===== config.mk =====
export PLATFORM = sky130hd
export DESIGN_NAME = mdio_master
export DESIGN_NICKNAME = d
export VERILOG_FILES = /design/src/rtl/mdio_pkg.sv /design/src/rtl/mdio_clkgen.sv /design/src/rtl/mdio_frame_engine.sv /design/src/rtl/mdio_master.sv
export SDC_FILE = /design/constraint.sdc
export NUM_CORES = 1
export LEC_CHECK = 0
export ABC_AREA = 0
export BUFFER_PORTS_ARGS = -buffer_cell sky130_fd_sc_hd__buf_2
export CAP_MARGIN = 20
export CELL_PAD_IN_SITES_DETAIL_PLACEMENT = 0
export CELL_PAD_IN_SITES_GLOBAL_PLACEMENT = 2
export CORE_ASPECT_RATIO = 0.7
export CORE_MARGIN = 2
export CORE_UTILIZATION = 25
export CTS_BUF_LIST = sky130_fd_sc_hd__clkbuf_8 sky130_fd_sc_hd__clkbuf_16
export DETAILED_ROUTE_END_ITERATION = 10
export MAX_ROUTING_LAYER = met4
export PLACE_DENSITY = 0.7
export SLEW_MARGIN = 20
export SYNTH_ARGS = -nofsm -noshare
export SYNTH_HDL_FRONTEND = slang
export SYNTH_SLANG_ARGS = --single-unit
export TNS_END_PERCENT = 1

===== constraint.sdc =====
create_clock -name clk -period 5.6 [get_ports clk]
set_input_delay 1.12 -clock clk [delete_from_list [all_inputs] [get_ports clk]]
set_output_delay 1.12 -clock clk [all_outputs]
set_load 0.1 [all_outputs]

===== src/rtl/mdio_pkg.sv =====
package mdio_pkg;

    localparam int DIV_W    = 6;
    localparam int IDX_W    = 6;
    localparam int FRAME_W  = 64;
    localparam int PRE_W    = 32;
    localparam int DATA_W   = 16;
    localparam int BIT_BUSY = 29;

    localparam logic [1:0] OP_RD = 2'b10;

    localparam logic [IDX_W-1:0] IDX_TA_HI    = IDX_W'(DATA_W + 1);
    localparam logic [IDX_W-1:0] IDX_TA_LO    = IDX_W'(DATA_W);
    localparam logic [IDX_W-1:0] IDX_DATA_TOP = IDX_W'(DATA_W - 1);

    typedef struct packed {
        logic [1:0]        op;
        logic [4:0]        phy;
        logic [4:0]        regad;
        logic [DATA_W-1:0] data;
    } cmd_t;

    typedef struct packed {
        logic             nopre;
        logic [DIV_W-1:0] div;
        logic             cl22;
    } cfg_t;

    function automatic logic [FRAME_W-1:0] frame_of(cmd_t c);
        logic [1:0] ta;
        ta = (c.op == OP_RD) ? 2'b11 : 2'b10;
        return {{PRE_W{1'b1}}, 2'b01, c.op, c.phy, c.regad, ta, c.data};
    endfunction

    function automatic logic [IDX_W-1:0] first_idx(logic nopre);
        return nopre ? IDX_W'(PRE_W - 1) : IDX_W'(FRAME_W - 1);
    endfunction

    function automatic logic [31:0] cmd_word(logic busy, logic fail, cmd_t c);
        return {2'b00, busy, fail, c};
    endfunction

    function automatic logic [31:0] cfg_word(cfg_t g);
        return {19'b0, g.nopre, 2'b00, g.div, 3'b000, g.cl22};
    endfunction

endpackage


===== src/rtl/mdio_clkgen.sv =====
module mdio_clkgen
    import mdio_pkg::*;
(
    input  logic             clk,
    input  logic             rst,
    input  logic             run,
    input  logic [DIV_W-1:0] div,
    output logic             mdc,
    output logic             fall,
    output logic             rise
);
    logic [DIV_W-1:0] cnt;
    logic             wrap;

    assign wrap = run && (cnt == div);
    assign fall = wrap && mdc;
    assign rise = wrap && !mdc;

    always_ff @(posedge clk) begin
        if (rst || !run) begin
            cnt <= '0;
            mdc <= 1'b1;
        end else if (wrap) begin
            cnt <= '0;
            mdc <= ~mdc;
        end else begin
            cnt <= cnt + 1'b1;
        end
    end
endmodule


===== src/rtl/mdio_frame_engine.sv =====
module mdio_frame_engine
    import mdio_pkg::*;
(
    input  logic               clk,
    input  logic               rst,
    input  logic               start,
    input  logic [FRAME_W-1:0] frame_in,
    input  logic [IDX_W-1:0]   idx_init,
    input  logic               rd_in,
    input  logic               fall,
    input  logic               rise,
    input  logic               mdio_in,
    output logic               mdo,
    output logic               oe,
    output logic               done,
    output logic [DATA_W-1:0]  rd_word,
    output logic               ta_bad
);
    logic [FRAME_W-1:0] frame_q;
    logic               rd_q;
    logic [IDX_W-1:0]   idx;
    logic [DATA_W-2:0]  sh;
    logic               listen;

    assign listen  = rd_q && (idx <= IDX_TA_HI);
    assign done    = rise && (idx == '0);
    assign rd_word = {sh, mdio_in};

    always_ff @(posedge clk) begin
        if (rst) begin
            frame_q <= '0;
            rd_q    <= 1'b0;
            idx     <= '0;
            sh      <= '0;
            mdo     <= 1'b1;
            oe      <= 1'b0;
            ta_bad  <= 1'b0;
        end else if (start) begin
            frame_q <= frame_in;
            rd_q    <= rd_in;
            idx     <= idx_init;
            ta_bad  <= 1'b0;
        end else begin
            if (fall) begin
                mdo <= frame_q[idx];
                oe  <= !listen;
            end
            if (rise) begin
                if (rd_q && (idx == IDX_TA_LO) && mdio_in)
                    ta_bad <= 1'b1;
                if (idx <= IDX_DATA_TOP)
                    sh <= {sh[DATA_W-3:0], mdio_in};
                if (idx == '0)
                    oe <= 1'b0;
                else
                    idx <= idx - 1'b1;
            end
        end
    end
endmodule


===== src/rtl/mdio_master.sv =====
module mdio_master
    import mdio_pkg::*;
#(
    parameter int ADDR_W = 3
) (
    input  logic              clk,
    input  logic              rst,
    input  logic [ADDR_W-1:0] reg_addr,
    input  logic              reg_wr,
    input  logic [31:0]       reg_wdata,
    output logic [31:0]       reg_rdata,
    output logic              mdc,
    output logic              mdio_out,
    output logic              mdio_oe,
    input  logic              mdio_in
);
    localparam logic [ADDR_W-1:0] A_CMD = ADDR_W'(0);
    localparam logic [ADDR_W-1:0] A_CFG = ADDR_W'(4);

    cmd_t  cmd_q;
    cfg_t  cfg_q;
    cmd_t  cmd_new;
    logic  busy_q;
    logic  fail_q;
    logic  cmd_wr_any;
    logic  cmd_wr;
    logic  launch;
    logic  tick_fall;
    logic  tick_rise;
    logic  eng_done;
    logic  eng_ta_bad;
    logic [DATA_W-1:0] eng_word;
    logic  unused_wdata;

    assign unused_wdata = |reg_wdata[31:30];
    assign cmd_new      = cmd_t'(reg_wdata[27:0]);
    assign cmd_wr_any   = reg_wr && (reg_addr == A_CMD);
    assign cmd_wr       = cmd_wr_any && !busy_q;
    assign launch       = cmd_wr && reg_wdata[BIT_BUSY];

    always_comb begin
        if (reg_addr == A_CMD)      reg_rdata = cmd_word(busy_q, fail_q, cmd_q);
        else if (reg_addr == A_CFG) reg_rdata = cfg_word(cfg_q);
        else                        reg_rdata = '0;
    end

    always_ff @(posedge clk) begin
        if (rst) begin
            cmd_q  <= '0;
            cfg_q  <= '{nopre: 1'b0, div: '0, cl22: 1'b1};
            busy_q <= 1'b0;
            fail_q <= 1'b0;
        end else begin
            if (eng_done) begin
                busy_q <= 1'b0;
                if (cmd_q.op == OP_RD) begin
                    cmd_q.data <= eng_word;
                    fail_q     <= eng_ta_bad;
                end
            end
            if (cmd_wr) begin
                cmd_q <= cmd_new;
                if (launch) begin
                    busy_q <= 1'b1;
                    fail_q <= 1'b0;
                end
            end
            if (reg_wr && (reg_addr == A_CFG))
                cfg_q <= '{nopre: reg_wdata[12], div: reg_wdata[9:4], cl22: reg_wdata[0]};
        end
    end

    mdio_clkgen u_clkgen (
        .clk  (clk),
        .rst  (rst),
        .run  (busy_q),
        .div  (cfg_q.div),
        .mdc  (mdc),
        .fall (tick_fall),
        .rise (tick_rise)
    );

    mdio_frame_engine u_engine (
        .clk      (clk),
        .rst      (rst),
        .start    (launch),
        .frame_in (frame_of(cmd_new)),
        .idx_init (first_idx(cfg_q.nopre)),
        .rd_in    (cmd_new.op == OP_RD),
        .fall     (tick_fall),
        .rise     (tick_rise),
        .mdio_in  (mdio_in),
        .mdo      (mdio_out),
        .oe       (mdio_oe),
        .done     (eng_done),
        .rd_word  (eng_word),
        .ta_bad   (eng_ta_bad)
    );
endmodule


== Word level (Yosys, flattened, before mapping) ==
Index checks and enable logic that the tools add are counted.
Storage, ports and cells
  input port bits: 39
  output and inout bits: 35
  register bits: 101
Cells by class
  add/subtract/negate cells: 2
  mux-type cells: 22
  bitwise operators: 2
  equal/unequal tests: 6
  reduce and logical (&&, ||, !) cells: 27
  magnitude comparators: 3
Operator list (count)
  16-bit 2-to-1 mux: 3
  30-bit 2-to-1 mux: 1
  6-bit 2-to-1 mux: 4
  13-bit 2-to-1 mux: 1
  1-bit 2-to-1 mux: 12
  1-bit logical AND: 11
  2-bit AND reduction: 4
  6-bit by 7-bit < comparator with 1-bit output (second input constant): 1
  6-bit by 1-bit adder with 6-bit output (second input constant): 1
  1-bit binary-select mux with 6-bit select: 1
  6-bit by 5-bit == test with 1-bit output (second input constant): 1
  6-bit == test: 1
  6-bit by 4-bit <= comparator with 1-bit output (second input constant): 1
  6-bit by 5-bit <= comparator with 1-bit output (second input constant): 1
  6-bit zero test: 1
  2-bit nonzero test: 3
  6-bit by 1-bit subtractor with 6-bit output (second input constant): 1
  2-bit == test (second input constant): 2
  2-bit OR reduction: 2
  3-bit == test (second input constant): 1
  1-bit zero test: 3
  3-bit zero test: 1
  3-bit AND reduction: 1
  2-bit != test (second input constant): 1
  2 further kinds: 3

== Logic depth before layout (Yosys ltp) ==
  depth in word-level cells: 7
  gate-level depth with buffers: 9

== By module ==
From an unflattened synthesis, not the netlist that was laid out.
Second synthesis, totals
  cells, all modules: 665
  area total of the unflattened synthesis: 6190.9 um2
By module, submodules not included
  mdio_frame_engine: cells an instance 393, instances 1, area an instance 3923.8 um2
  mdio_master: cells an instance 234, instances 1, area an instance 1914.3 um2
  mdio_clkgen: cells an instance 38, instances 1, area an instance 352.8 um2

== Least setup slack after synthesis ==
No wires, ideal clock.
  path type: in2out
  start point: in reg_addr[2]
  end point: out reg_rdata[0]
  required time: 4.480 ns
  arrival time: 2.909 ns
  slack: 1.571 ns
  stages: 3
  path through: clkbuf_1 > mux2i_1 > nor2_1
On the way
  longest elaborated chain between the ends: 3
  elaborated cells between the ends (all ways): 4
Ends and longest elaborated chain
  start: declaration: RTL line mdio_master.sv:8  | input logic [ADDR_W-1:0] reg_addr,
  3-bit == test: RTL line mdio_master.sv:43  | else if (reg_addr == A_CFG) reg_rdata = cfg_word(cfg_q);
  13-bit 2-to-1 mux: RTL line mdio_master.sv:43
  30-bit 2-to-1 mux (*): RTL line mdio_master.sv:42  | if (reg_addr == A_CMD) reg_rdata = cmd_word(busy_q, fail_q, cmd_q);
  end: declaration: RTL line mdio_master.sv:11  | output logic [31:0] reg_rdata,
Mark *: on every way between the ends. The rest lies on a longest branch, timed or not.

== Worst setup path in the final report ==
  start point: in reg_addr[2]
  end point: out reg_rdata[13]
On the way
  longest elaborated chain between the ends: 2
Ends and longest elaborated chain (RTL line)
  3-bit zero test: mdio_master.sv:42
  30-bit 2-to-1 mux: mdio_master.sv:42
Every way passes these cells.

==> results.py <==
metrics = {
    "worst_setup_path": {
        "critPathMaxStageDelay_ps": 430,
        "cp_max_fo": 26,
        "worstReg2RegStart": "u_engine.idx[0]$_SDFFE_PP0P_",
        "criticalPathCategory": "input port to primary output",
        "reg2reg_depth": 7,
        "startpoint_type": "input port",
        "required_ps": 4480,
        "crit_path_end_kind": "primary output",
        "startpoint": "reg_addr[2]",
        "path_cells": "buf_2 -> nor3_2 -> buf_4 -> and2_1 -> buf_2",
        "cpMostUsedCell": "buf_2",
        "cpMaxStageDelayCell": "buf_2",
        "cpLargestDelayFamily": "buffers and inverters",
        "crit_path_end": "reg_rdata[13]",
        "path_buf_inv": 3,
        "worstSetupPathDepth": 5,
        "cp.arrival_ps": 2500,
        "r2r_end": "cmd_q[9]$_SDFFE_PP0P_",
        "r2r_setup_slack_ps": 2420,
    },
    "clock_tree": {
        "cts_buffer_depth": 2,
        "insertion_delay_ps": 350,
        "post_cts_resized": 0,
        "cts_root_buffer": "clkbuf_16",
        "clock-sinks": 99,
        "cts_tree": "done",
        "postCtsSetupBuffers": 0,
        "clk_pin_slew_worst_paths_ps": 70,
        "holdBufCountCts": 0,
        "htree_levels": 3,
        "cts_buffers": 9,
    },
    "synthesis": {
        "avgSynthCellArea_sq_um": 8.303,
        "synth_edf_count": 0,
        "synth_top_cell_by_area": "dfxtp_1",
        "synth_ff_type": "dfxtp_1",
        "yosysWarnings": 0,
        "async_flop_share": 0,
        "yosysSeqAreaShare": 0.4388,
        "netlist.area_leader.share": 0.4388,
        "ys_seq_elements": 99,
        "synthDistinctLibCells": 44,
        "synth_area_sq_um": 4517,
        "syn_inst": 544,
        "synth.area.top_cells": "dfxtp_1 (44%), nand2_1 (8.8%), a21oi_1 (6.2%), mux2i_1 (5.5%), nor2_1 (4.5%)",
    },
    "floorplan": {
        "core_area_sq_um": 17850,
        "dieArea_sq_um": 19180,
        "die_h_microns": 116.5,
        "io_pins": 74,
        "start_util": 0.2530,
        "fp.dieW_microns": 164.7,
        "core.rowCount": 41,
    },
    "timing": {
        "setup_viol": 0,
        "final_max_slew_viol_count": 0,
        "rsz0062_at_grt": "no",
        "slew_headroom": 0.2745,
        "fin_skew_ps": 7.378,
        "hold_violations": 0,
        "post-route-period-util": 0.6472,
        "period_minus_slack_ps": 3624,
        "fmax_mhz": 275.9,
        "fin_tns_setup_ps": 0,
        "worst_slew_pin_slew_ps": 1080,
    },
    "pwr": {
        "p_leak_nw": 2.068,
        "p_per_area_nw_per_um2": 283.0,
        "irDropWorstVdd_mv": 0.1593,
        "fin_total_pwr_mw": 1.514,
    },
    "global_routing": {
        "grt_overflow": 0,
        "first_global_vias": 3735,
        "grt_use_total": 0.1456,
        "antenna_found_initial": 0,
        "grt_max_degree": 93,
        "grt_pass1_wl_microns": 20620,
    },
    "final_layout": {
        "nets": 629,
        "layoutNonFillerInstCount": 828,
        "antennaDiodeCount": 0,
        "drive_gt1_frac": 0.1774,
        "n_fill_cell": 1930,
        "areaGrowthSynthToFinish_pct": 18.42,
    },
    "detailed_routing": {
        "viasPerCell": 4.704,
        "via_count": 3895,
        "wl_per_cell_microns": 15.70,
        "dr.pass1.iters": 4,
        "drc_errors": 0,
        "drtIter0Drc": 227,
        "drtAntennaViolNets": 0,
        "drt_wl_total_microns": 13000,
    },
    "placement": {
        "hpwl_microns": 8976,
        "io_buffers": 68,
        "gp_congestion": 0.8091,
        "dp_cells": 812,
    },
    "flow_run": {
        "drv_cap": 0,
    },
    "run_status": {
        "status": "finished, final reports clean",
    },
    "min_path": {
        "hold_path.class": "flip-flop to flip-flop",
    },
}
-- worst min path at each step --
stage	end	depth (start not counted)	startpoint	slack, ps
finish	cmd_q[24]$_SDFFE_PP0P_	2	cmd_q[24]$_SDFFE_PP0P_	450
global route	u_engine.frame_q[6]$_SDFFE_PP0P_	2	u_engine.frame_q[6]$_SDFFE_PP0P_	470
CTS	cmd_q[21]$_SDFFE_PP0P_	2	cmd_q[21]$_SDFFE_PP0P_	450
detailed placement	cmd_q[21]$_SDFFE_PP0P_	2	cmd_q[21]$_SDFFE_PP0P_	440
global placement	cmd_q[21]$_SDFFE_PP0P_	2	cmd_q[21]$_SDFFE_PP0P_	440
floorplan	cmd_q[16]$_SDFFE_PP0P_	2	cmd_q[16]$_SDFFE_PP0P_	430
-- report_power, final --
group | leakage (nW) | switching, mW | internal (mW) | total, mW
combinational | 1.10 | 0.0752 | 0.0317 | 0.107
sequential | 0.800 | 0.0104 | 0.715 | 0.726
clock | 0.163 | 0.268 | 0.414 | 0.681
total | 2.07 | 0.353 | 1.16 | 1.51
-- final cells by class --
type	count	area, sq um	share of cell area
clock inverter	5	76.32	0.01427
tap	236	295.3	0.05520
multi-input combinational	400	2346	0.4386
sequential	99	1982	0.3705
clock buffer	11	252.7	0.04725
inverter	3	11.26	0.002105
timing repair buffer	74	385.4	0.07205
-- through the flow --
step / setup WS (ps) / cell area, sq um / hold slack, ps / util
floorplan: 1571 / 4521 / 431.7 / -
global placement: 1696 / 5017 / 440.1 / 0.2810
detailed placement: 1630 / 5017 / 441.8 / 0.2810
CTS: 1993 / 5346 / 451.1 / 0.2995
global route: 1900 / 5349 / 471.7 / 0.2996
finish: 1976 / 5349 / 449.8 / 0.2996
-- registers in the layout (all words and copies together) (netlist names) --
register / cells
u_clkgen.cnt: 6
cmd_q: 28
busy_q: 1
u_engine.mdo: 1
fail_q: 1
u_engine.idx: 6
u_clkgen.mdc: 1
u_engine.frame_q: 30
u_engine.oe: 1
cfg_q: 8
u_engine.sh: 15
u_engine.ta_bad: 1
-- layout by cell type, fill, tap and decap left out, types with 6 or more instances in the layout --
master     Yosys  routed
nand3_1       20      20
nor3_1         8       7
o21ai_0       21      21
mux2i_1       25      25
mux4_2         7       7
xnor2_1        6       6
nand2_1      106     105
buf_2          4      68
nor2_1        54      54
and2_1        23      23
dfxtp_1       99      99
a311oi_1      20      20
clkbuf_16      0       9
a21oi_1       56      56
buf_4          2       6
-- cells by family after synthesis --
group,Yosys count,synth area share
AO/OA/AOI/OAI,108,0.1438
XOR/XNOR,11,0.02133
adder cells (fa/ha/maj),3,0.008311
buffers and inverters,46,0.04432
flip-flops,99,0.4388
multiplexers,32,0.09030
other,1,0.0008302
AND/OR/NAND/NOR,244,0.2524
-- per-layer routing --
metal,wire length [microns],GRT usage,vias to the layer above
li1,-,-,1962
met1,6629,0.2065,1839
met2,5506,0.2073,82
met3,722,0.03338,12
met4,142,0.03884,0
met5,0,-,-
-- synthesized netlist by cell type, types with 2 or more instances --
cell type	count
buf_6	2
ha_1	3
o21ai_0	21
mux4_2	7
nand2_1	106
clkbuf_1	33
a41oi_1	2
nor2_1	54
xor2_1	5
o31a_1	2
buf_1	2
a311oi_1	20
dfxtp_1	99
nor2b_1	5
nand3b_1	2
and2_1	23
xnor2_1	6
nor3_1	8
a211oi_1	2
buf_4	2
nand3_1	20
or2_2	2
and4_1	3
nor4_1	3
a21oi_1	56
mux2i_1	25
buf_2	4
inv_1	3
and3_1	5
nand4_1	3
nor3b_1	3
-- worst min-delay path, stage by stage, from the launching register on --
cell and delay, ps:
dfxtp_1 310, nand2_1 50, a21oi_1 50
No activity file was read; power rests on OpenSTA's default activity.
